### src/rtl/warp_dispatch.sv
module warp_dispatch #(
  parameter int LANES = 32,
  parameter int IDX_W = 16,
  parameter int DIM_W = 10
) (
  input  logic                   clk,
  input  logic                   rst_n,
  input  logic                   launch_valid,
  output logic                   launch_ready,
  input  logic [IDX_W-1:0]       launch_blk,
  input  logic [DIM_W-1:0]       launch_dim,
  input  logic [IDX_W-1:0]       launch_count,
  output logic                   wd_valid,
  input  logic                   wd_ready,
  output logic [DIM_W-1:0]       wd_warp,
  output logic [LANES*IDX_W-1:0] wd_gidx,
  output logic [LANES-1:0]       wd_mask,
  output logic                   wd_diverge,
  output logic                   wd_last
);

  localparam int LW  = (LANES > 1) ? $clog2(LANES) : 1;
  localparam int TW  = DIM_W + LW;

  logic             busy_q;
  logic [IDX_W-1:0] base_q;
  logic [IDX_W-1:0] cnt_q;
  logic [DIM_W-1:0] dim_q;
  logic [DIM_W-1:0] warp_q;
  logic [DIM_W-1:0] top_q;

  logic [LANES-1:0] in_blk;
  logic [LANES-1:0] act;

  wire take_launch = launch_valid && launch_ready;
  wire take_desc   = wd_valid && wd_ready;
  wire [DIM_W-1:0] dim_m1 = launch_dim - 1'b1;
  wire [IDX_W-1:0] prod   = launch_blk * IDX_W'(launch_dim);

  always_ff @(posedge clk) begin
    if (!rst_n) begin
      busy_q <= 1'b0;
      base_q <= '0;
      cnt_q  <= '0;
      dim_q  <= '0;
      warp_q <= '0;
      top_q  <= '0;
    end else if (take_launch) begin
      busy_q <= (launch_dim != '0);
      base_q <= prod;
      cnt_q  <= launch_count;
      dim_q  <= launch_dim;
      warp_q <= '0;
      top_q  <= DIM_W'(dim_m1 >> LW);
    end else if (take_desc) begin
      if (warp_q == top_q) busy_q <= 1'b0;
      else                 warp_q <= warp_q + 1'b1;
    end
  end

  for (genvar l = 0; l < LANES; l++) begin : g_lane
    logic [TW-1:0]    tid;
    logic [IDX_W-1:0] g;
    assign tid       = TW'(warp_q) * TW'(LANES) + TW'(l);
    assign g         = base_q + IDX_W'(tid);
    assign in_blk[l] = tid < TW'(dim_q);
    assign act[l]    = in_blk[l] && (g < cnt_q);
    assign wd_gidx[l*IDX_W +: IDX_W] = g;
  end

  assign launch_ready = !busy_q;
  assign wd_valid     = busy_q;
  assign wd_warp      = warp_q;
  assign wd_mask      = act;
  assign wd_diverge   = (|act) && (|(in_blk & ~act));
  assign wd_last      = busy_q && (warp_q == top_q);


  hold_stable_chk: assert property (@(posedge clk) disable iff (!rst_n)
    wd_valid && !wd_ready |=> wd_valid && $stable(wd_warp) && $stable(wd_gidx)
                              && $stable(wd_mask) && $stable(wd_last));


  first_warp_chk: assert property (@(posedge clk) disable iff (!rst_n)
    take_launch && launch_dim != '0 |=> wd_valid && wd_warp == '0);


  warp_step_chk: assert property (@(posedge clk) disable iff (!rst_n)
    take_desc && !wd_last |=> wd_valid && wd_warp == $past(wd_warp) + 1'b1);


  drain_idle_chk: assert property (@(posedge clk) disable iff (!rst_n)
    take_desc && wd_last |=> launch_ready && !wd_valid);


  empty_launch_chk: assert property (@(posedge clk) disable iff (!rst_n)
    take_launch && launch_dim == '0 |=> launch_ready && !wd_valid);


  diverge_mask_chk: assert property (@(posedge clk) disable iff (!rst_n)
    wd_diverge |-> wd_mask != '0 && wd_mask != '1);

endmodule

### config.mk
export PLATFORM = sky130hd
export DESIGN_NAME = warp_dispatch
export DESIGN_NICKNAME = d
export VERILOG_FILES = /design/src/rtl/warp_dispatch.sv
export SDC_FILE = /design/constraint.sdc
export NUM_CORES = 1
export LEC_CHECK = 0
export BUFFER_PORTS_ARGS = -buffer_cell sky130_fd_sc_hd__buf_2
export CORE_UTILIZATION = 40
export DETAILED_ROUTE_END_ITERATION = 10
export PLACE_DENSITY_LB_ADDON = 0.1
export SYNTH_ARGS = -nofsm -noshare
export SYNTH_HDL_FRONTEND = slang
export SYNTH_SLANG_ARGS = --single-unit
### constraint.sdc
create_clock -name clk -period 7 [get_ports clk]
set_input_delay 0.35 -clock clk [delete_from_list [all_inputs] [get_ports clk]]
set_output_delay 0.35 -clock clk [all_outputs]
set_load 0.01 [all_outputs]
* Word-level counts from Yosys, hierarchy flattened
Cells that the tools add are included.
** Cells by class
- $add $sub $neg :: 65
- Multipliers :: 1
- $lt $le $gt $ge :: 64
- Eq/ne operators :: 1
- Muxes and demuxes :: 3
- Bitwise logic cells :: 4
- Reduce and logical (&&, ||, !) cells :: 45
** Operators with widths (number)
- $add 16x15->16 :: 32
- $lt 16x16->1 :: 32
- $lt 15x10->1 :: 32
- $add 15x5->15 const B :: 16
- $add 15x4->15 const B :: 8
- $reduce_or 32->1 :: 2
- $add 15x3->15 const B :: 4
- $logic_and 1x1->1 :: 36
- $and 32x32->32 :: 1
- $not 32->32 :: 1
- $add 15x2->15 const B :: 2
- $mul 16x10->16 :: 1
- $add 15x1->15 const B :: 1
- $add 10x1->10 const B :: 1
- $eq 10x5->1 :: 1
- $reduce_bool 10->1 :: 1
- $sub 10x1->10 const B :: 1
- $reduce_and 2->1 :: 2
- $reduce_bool 2->1 :: 2
- $mux 1 :: 3
- $not 1->1 :: 2
- $reduce_or 2->1 :: 1
- $logic_not 1->1 :: 1
** Storage, ports and cells
- Flip-flop bits (word level) :: 58
- Word-level logic and storage cells :: 189

* Longest topological paths before layout
Gate-level depths: netlist (run 1).
- Depth after elaboration :: 8
- Mapped depth :: 25
- Depth with buffers taken out :: 23

* Least setup slack after synthesis (run 1)
Ideal clock, no wire load.
- Kind :: reg2out
- Start point :: reg warp_q[0] (netlist: wd_warp[0])
- End point :: out wd_diverge
- Arrival time :: 5.054 ns
- Slack :: 1.596 ns
- Stages on the path, launching flop included :: 22
- Buffers on the path :: 5
- Cells stage by stage :: dfxtp_1 -> ha_1 -> clkbuf_1 -> and2_1 -> clkbuf_1 -> and3_1 -> clkbuf_1 -> and3_1 -> clkbuf_1 -> nand3_1 -> clkbuf_1 -> o21ai_0 -> xor2_1 -> ha_1 -> a21o_1 -> a211oi_1 -> or4bb_1 -> a311oi_1 -> o2111a_1 -> and3_1 -> and4b_1 -> o2bb2ai_1
** RTL lines
- from (decl) :: line 29 : logic [DIM_W-1:0] warp_q;
- from (signal assigned) :: line 57 : else warp_q <= warp_q + 1'b1;
- $add 16x15->16 (*) :: line 65 : assign g = base_q + IDX_W'(tid);
- named net wd_gidx[5] :: line 16 : output logic [LANES*IDX_W-1:0] wd_gidx,
- $lt 16x16->1 (*) :: line 67 : assign act[l] = in_blk[l] && (g < cnt_q);
- $logic_and 1x1->1 (*) :: line 67
- $not 32->32 :: line 75 : assign wd_diverge = (|act) && (|(in_blk & ~act));
- $and 32x32->32 :: line 75
- $reduce_or 32->1 :: line 75
- $logic_and 1x1->1 (*) :: line 75
- to (decl) :: line 18 : output logic wd_diverge,
The timed path passes the listed nets; every way through them passes the cells marked *.

* Worst setup path in the final report (run 1)
- Start point :: reg warp_q[2] (netlist: wd_warp[2])
- End point :: out wd_diverge
** Between the ends
- Cells in the longest elaborated chain, start to end :: 8
** RTL lines
- $add 15x1->15 (tied with other cells) :: line 64 : assign tid = TW'(warp_q) * TW'(LANES) + TW'(l);
- $add 16x15->16 :: line 65
- $lt 16x16->1 :: line 67
- $logic_and 1x1->1 :: line 67
- $not 32->32 :: line 75
- $and 32x32->32 :: line 75
- $reduce_or 32->1 :: line 75
- $logic_and 1x1->1 (*) :: line 75
Every way passes the cells marked *; elsewhere a longest branch is shown, timed or not.

==> results of run 1 <==
state kept, by name, summed over array words and instances, names as in the netlist:
register / cells
wd_warp: 10
cnt_q: 16
wd_valid: 1
top_q: 5
base_q: 16
dim_q: 10
synth_stat cells, types with 5 or more instances:
cell type	n
a2111oi_0	18
a211o_1	5
a211oi_1	44
a21boi_0	41
a21o_1	61
a21oi_1	269
a221o_1	6
a221oi_1	6
a31oi_1	36
a41oi_1	6
and2_1	59
and3_1	18
and4_1	13
buf_1	13
buf_4	103
clkbuf_1	144
dfxtp_1	58
fa_1	72
ha_1	480
inv_1	168
nand2_1	281
nand2b_1	17
nand3_1	60
nand3b_1	5
nand4_1	46
nor2_1	99
nor2b_1	18
nor3_1	33
nor3b_1	7
nor4_1	13
o2111ai_1	5
o211ai_1	13
o21a_1	20
o21ai_0	260
o21bai_1	9
o221ai_1	5
o22ai_1	6
o31ai_1	8
o41ai_1	7
or2_2	5
or3_1	9
xnor2_1	225
xor2_1	192
final cells by class:
type | instances | area [µm²]
Fill cell | 5850 | 29400
Multi-Input combinational cell | 2533 | 19900
Timing Repair Buffer | 752 | 4140
Sequential cell | 58 | 1160
Tap cell | 756 | 946
Inverter | 170 | 638
Clock buffer | 10 | 239
Clock inverter | 6 | 90.1
Antenna cell | 7 | 17.5
critical path, delay by kind of cell, from the launching register on:
kind	cells	cell delay (ns)
compound gates	10	2.81
simple gates	4	1.31
buf+inv	4	0.86
fa+ha+maj	2	0.67
flops	1	0.53
xor+xnor	1	0.21
worst max-delay path by stage:
stage,startpoint,cells past startpoint,end,slack [ns]
after floorplan,wd_warp[0]$_SDFFE_PP0P_,21,wd_diverge,1.60
after global placement,wd_warp[2]$_SDFFE_PP0P_,18,wd_diverge,0.33
after detailed placement,wd_warp[2]$_SDFFE_PP0P_,18,wd_diverge,0.28
after CTS,wd_warp[4]$_SDFFE_PP0P_,15,wd_diverge,0.10
after global routing,base_q[0]$_SDFFE_PN0P_,19,wd_diverge,0.03
final,wd_warp[2]$_SDFFE_PP0P_,21,wd_diverge,-0.10
power groups by stage:
stage | logic [mW] | clock network [mW] | registers [mW]
after CTS | 7.75 | 0.493 | 0.410
after floorplan | 4.57 | 0 | 0.395
after global placement | 7.59 | 0 | 0.416
after global routing | 8.48 | 0.511 | 0.414
final | 7.97 | 0.492 | 0.411
after detailed placement | 7.71 | 0 | 0.417
layer usage:
| layer | global-route usage [%] | wire [µm] | up-vias |
|---|---|---|---|
| li1 | - | - | 11642 |
| met1 | 55.1 | 52600 | 13035 |
| met2 | 69.5 | 58800 | 1801 |
| met3 | 12.6 | 15500 | 473 |
| met4 | 28.1 | 10000 | 10 |
| met5 | 0 | 71 | - |
kinds of logic after synthesis:
group           synth area share (%)
compound gates                  22.5
xor+xnor                        15.9
fa+ha+maj                       32.5
mux                           0.0436
simple gates                    15.3
flops                           5.06
buf+inv                         8.74
per-stage QoR:
| stage | hold WS [ns] | power (mW) | instances |
|---|---|---|---|
| 2_1_floorplan | 0.443 | 4.97 | 3022 |
| 3_3_place_gp | 0.456 | 8.01 | 4269 |
| 3_5_place_dp | 0.460 | 8.13 | 4269 |
| 4_1_cts | 0.265 | 8.65 | 4285 |
| 5_1_grt | 0.282 | 9.41 | 4285 |
| 6_report | 0.268 | 8.88 | 4292 |
what timing repair did:
| item | CTS | global route |
|---|---|---|
| hold buffers | 0 | 0 |
| endpoints found under the setup margin | 1 | 1 |
| resized for setup | 1 | 4 |
| pin swaps | 0 | 0 |
| buffers inserted | 0 | 0 |
==> results.cfg, run 1 <==
[power_and_ir_drop]
p_sw_mw = 5.32
swShare_pct = 59.9
power_leakage_nw = 14.3
irDropWorstVdd_v = 0.000262
combPwrFrac_pct = 89.8
pwr-share-clk_pct = 5.5
intPower_mw = 3.56
power_density_nw_per_um2 = 328
seqPwrFrac_pct = 4.6

[global_route]
grt_start_max_net_pins = 51
antenna_found_initial = 9
grt_pass1_wl_um = 192000
grt_use_total_pct = 45.0
grt.overflow.total = 0
grt_pass1_vias = 26168

[worst_setup_path]
worstPathCellList = ha_2 > buf_4 > a21oi_1 > o21bai_1 > buf_4 > nor2_1 > o21ai_0 > buf_4 > a21oi_1 > xnor2_1 > ha_1 > o21a_1 > o21ai_0 > or3_1 > o2111ai_1 > a211o_1 > a2111oi_2 > and3_1 > and4b_1 > o2bb2ai_1 > buf_2
reg2reg_depth = 9
endpoint_kind = output pin
cp_slowest_stage_delay_ns = 0.92
startpoint_type = flip-flop
cp_max_fo = 19
critical_path_arrival_ns = 6.75
rr_endpoint = wd_warp[7]$_SDFFE_PP0P_
cp_slowest_cell = o21ai_0
reg2reg_slack_ns = 4.47
required_ns = 6.65
cp_common_cell = buf_4
critical_path_class = flip-flop to output pin
timing.rr.start = wd_warp[8]$_SDFFE_PP0P_

[yosys]
avgSynthCellArea_um2 = 7.60
seq_area_frac_synth_pct = 5.06
ys_warn_count = 0
synth_largest_area_cell = ha_1
syn_area_um2 = 23000
synth_cell_type_count = 81
ys_ff_latch = 58
synth_nets = 3620
synth_ff_type = dfxtp_1
synth_top_area_share_pct = 26.2
ys_async_sr_fraction_pct = 0
postSynthCellCount = 3022
yosys-top-cells-area = ha_1 26%, xnor2_1 8.6%, xor2_1 7.3%
synth-edff-count = 0

[cts]
clockBufferDepth = 2
cts_root_buffer = clkbuf_16
tritoncts = yes
path_clk_slew_ns = 0.06
htree_levels = 3
cts_inserted_buffers = 9
clock-sinks = 58
clock_latency_ns = 0.33

[final_layout]
final_common_cell = buf_2
final_nets = 4122
finalInstanceArea_um2 = 27100
drive_gt1_share_pct = 23.0
syn_to_final_growth_pct = 18.1
final_util_pct = 48.0
final_cell_mix = 603 x buf_2, 470 x ha_1, 281 x nand2_1

[die]
num_rows = 87
io_pins = 604
core_um2 = 56500
initial_utilization_pct = 40.6
dieArea_um2 = 58300
die_w_um = 242
die_y_um = 242

[sta]
slew_viol_final = 0
setup-violations-final = 1
fin_worst_skew_ns = 0.0117
worst_slack_ns = -0.101
max-slew-margin-rel_pct = 10.9
rsz0062_at_grt = false
period_needed_ns = 7.10
finalHoldViolCount = 0
timing.setup.tns_ns = -0.101
worst_pin_slew_ns = 1.32
period_share_pct = 101
fmax_ghz = 0.141

[placement]
place_ws_ns = 0.285
hpwl_um = 110000
place_area_um2 = 26700
io_buffers = 603
routabilityCongestion = 1.11

[status]
violations = setup timing
status = complete, but fails checks

[route]
drt-total-wl_um = 137000
ant_nets = 0
dr.pass1.iters = 6
vias = 26961
viasPerCell = 6.28
post-route-drc-count = 0
wl_per_cell_um = 31.9
drt_iter0_drc = 2873

[hold_path]
hold_depth = 3
hold_class = primary input to flip-flop
hp-start = launch_count[13]
holdPathEnd = cnt_q[13]$_SDFFE_PN0P_

[run]
drv_cap = 0
No activity file was read; power rests on OpenSTA's default activity.
==> inputs of run 2 (changes only) <==
- CTS_BUF_LIST: not set -> sky130_fd_sc_hd__clkbuf_2 sky130_fd_sc_hd__clkbuf_4 sky130_fd_sc_hd__clkbuf_8
==> run 2 against run 1 <==
  * The run still ends with setup timing left
  * Worst hold slack worse by 0.025 ns
  * Count of clock-buffer cells in the layout did not move
  * Critical path depth is 1 lower
  * Clock power decreased by 25%
  * Die area is the same
  * Global-route usage is essentially flat
  * Via count up 0.36%
  * Cell count is essentially flat
==> results.cfg, run 2 (synthesis gave the netlist of run 1 again) <==
[status]
status = complete, but fails checks
violations = setup timing

[die]
die_w_um = 242
num_rows = 87
initial_utilization_pct = 40.6
dieArea_um2 = 58300
io_pins = 604
die_y_um = 242
core_um2 = 56500

[route]
ant_nets = 0
post-route-drc-count = 0
viasPerCell = 6.31
dr.pass1.iters = 9
drt-total-wl_um = 137000
vias = 27057
wl_per_cell_um = 32.0
drt_iter0_drc = 2981

[final_layout]
final_util_pct = 47.8
final_common_cell = buf_2
fin_cells = 4291
final_nets = 4122
reg_top3 = base_q x16, cnt_q x16
final_cell_mix = 603 x buf_2, 470 x ha_1, 281 x nand2_1
syn_to_final_growth_pct = 17.6
finalInstanceArea_um2 = 27000
drive_gt1_share_pct = 23.0

[worst_setup_path]
worstPathCellList = ha_2 > buf_4 > ha_1 > a21oi_1 > o21ai_0 > a21oi_1 > o21ai_0 > xor2_1 > ha_1 > a21oi_1 > nand2_1 > a211oi_1 > buf_4 > nand2_1 > a2111oi_0 > a21oi_1 > nand4b_1 > and4b_1 > o2bb2ai_1 > buf_2
required_ns = 6.65
cp_slowest_stage_delay_ns = 0.76
critical_path_class = flip-flop to output pin
cp_common_cell = a21oi_1
cp_max_fo = 9
startpoint_type = flip-flop
critPathTopFamily = compound AO/OA/AOI/OAI gates
worst-path-buf-inv = 3
critical_path_arrival_ns = 6.78
cp_slowest_cell = a211oi_1
endpoint_kind = output pin
reg2reg_slack_ns = 4.48

[sta]
worst_hold_slack_ns = 0.243
setup-violations-final = 1
worst_slack_ns = -0.127
slew_viol_final = 0
timing.setup.tns_ns = -0.127
fin_worst_skew_ns = 0.0182
rsz0062_at_grt = false
worst_pin_slew_ns = 1.36
period_share_pct = 102
finalHoldViolCount = 0
fmax_ghz = 0.140
period_needed_ns = 7.13
max-slew-margin-rel_pct = 8.30

[global_route]
grt_pass1_wl_um = 192000
grt_pass1_vias = 26130
antenna_found_initial = 8
grt_start_max_net_pins = 51
grt.overflow.total = 0
grt_use_total_pct = 45.0

[power_and_ir_drop]
irDropWorstVdd_v = 0.000260
power_density_nw_per_um2 = 323
power.total_mw = 8.73
power_leakage_nw = 14.3

[placement]
place_ws_ns = 0.285
hpwl_um = 110000
dp.cells = 4269
io_buffers = 603
routabilityCongestion = 1.11
place_area_um2 = 26700

[cts]
clock_latency_ns = 0.36
tritoncts = yes
clockBufferDepth = 2
clock-sinks = 58
cts_setup_buffers = 0
path_clk_slew_ns = 0.08
cts_root_buffer = clkbuf_8
htree_levels = 3
cts_inserted_buffers = 9

[run]
drv_cap = 0

[hold_path]
hold_class = primary input to flip-flop
## run 2: final cells by class
type                       instances  area, µm²
antenna                            6       15.0
clock buffer                      10        138
clock inverter                     6       90.1
fill                            5872      29500
inverter                         170        638
multi-input combinational       2533      19900
sequential                        58       1160
tap                              756        946
timing repair buffer             752       4140
## run 2: report_power, final
group	switching [mW]	leakage, nW	total [mW]	internal, mW
Clock	0.158	0.112	0.368	0.211
Combinational	5.09	13.7	7.95	2.87
Sequential	0.0445	0.476	0.411	0.366
Total	5.29	14.3	8.73	3.45
## run 2: timing repair
item,4_1_cts,5_1_grt
setup endpoints to repair,1,1
hold buffers,0,0
resized for setup,1,5
pin swaps,0,0
## run 2: worst paths after layout
kind,start,to,cells past startpoint
max,base_q[5]$_SDFFE_PN0P_,wd_diverge,20
min,launch_count[13],cnt_q[13]$_SDFFE_PN0P_,3
max reg2reg,wd_warp[8]$_SDFFE_PP0P_,wd_warp[7]$_SDFFE_PP0P_,9
min reg2reg,cnt_q[4]$_SDFFE_PN0P_,cnt_q[4]$_SDFFE_PN0P_,2
## run 2: worst reg2reg max path: stages (launching register included)
cell	delay, ns
dfxtp_1	0.39
or4_4	0.62
nor4_1	0.28
nand4_1	0.20
and3_1	0.33
nand4_1	0.18
nor3_1	0.11
nand3_1	0.11
xor2_1	0.15
nor2_1	0.05
## run 2: routing by layer
layer	global-route usage [%]	wire length, µm	part of all wire (%)	vias to the layer above
li1	-	-	-	11637
met1	55.6	52300	38	13054
met2	69.7	59100	43	1885
met3	11.7	15700	11	475
met4	27.8	9980	7.3	6
met5	0	46	0.034	-
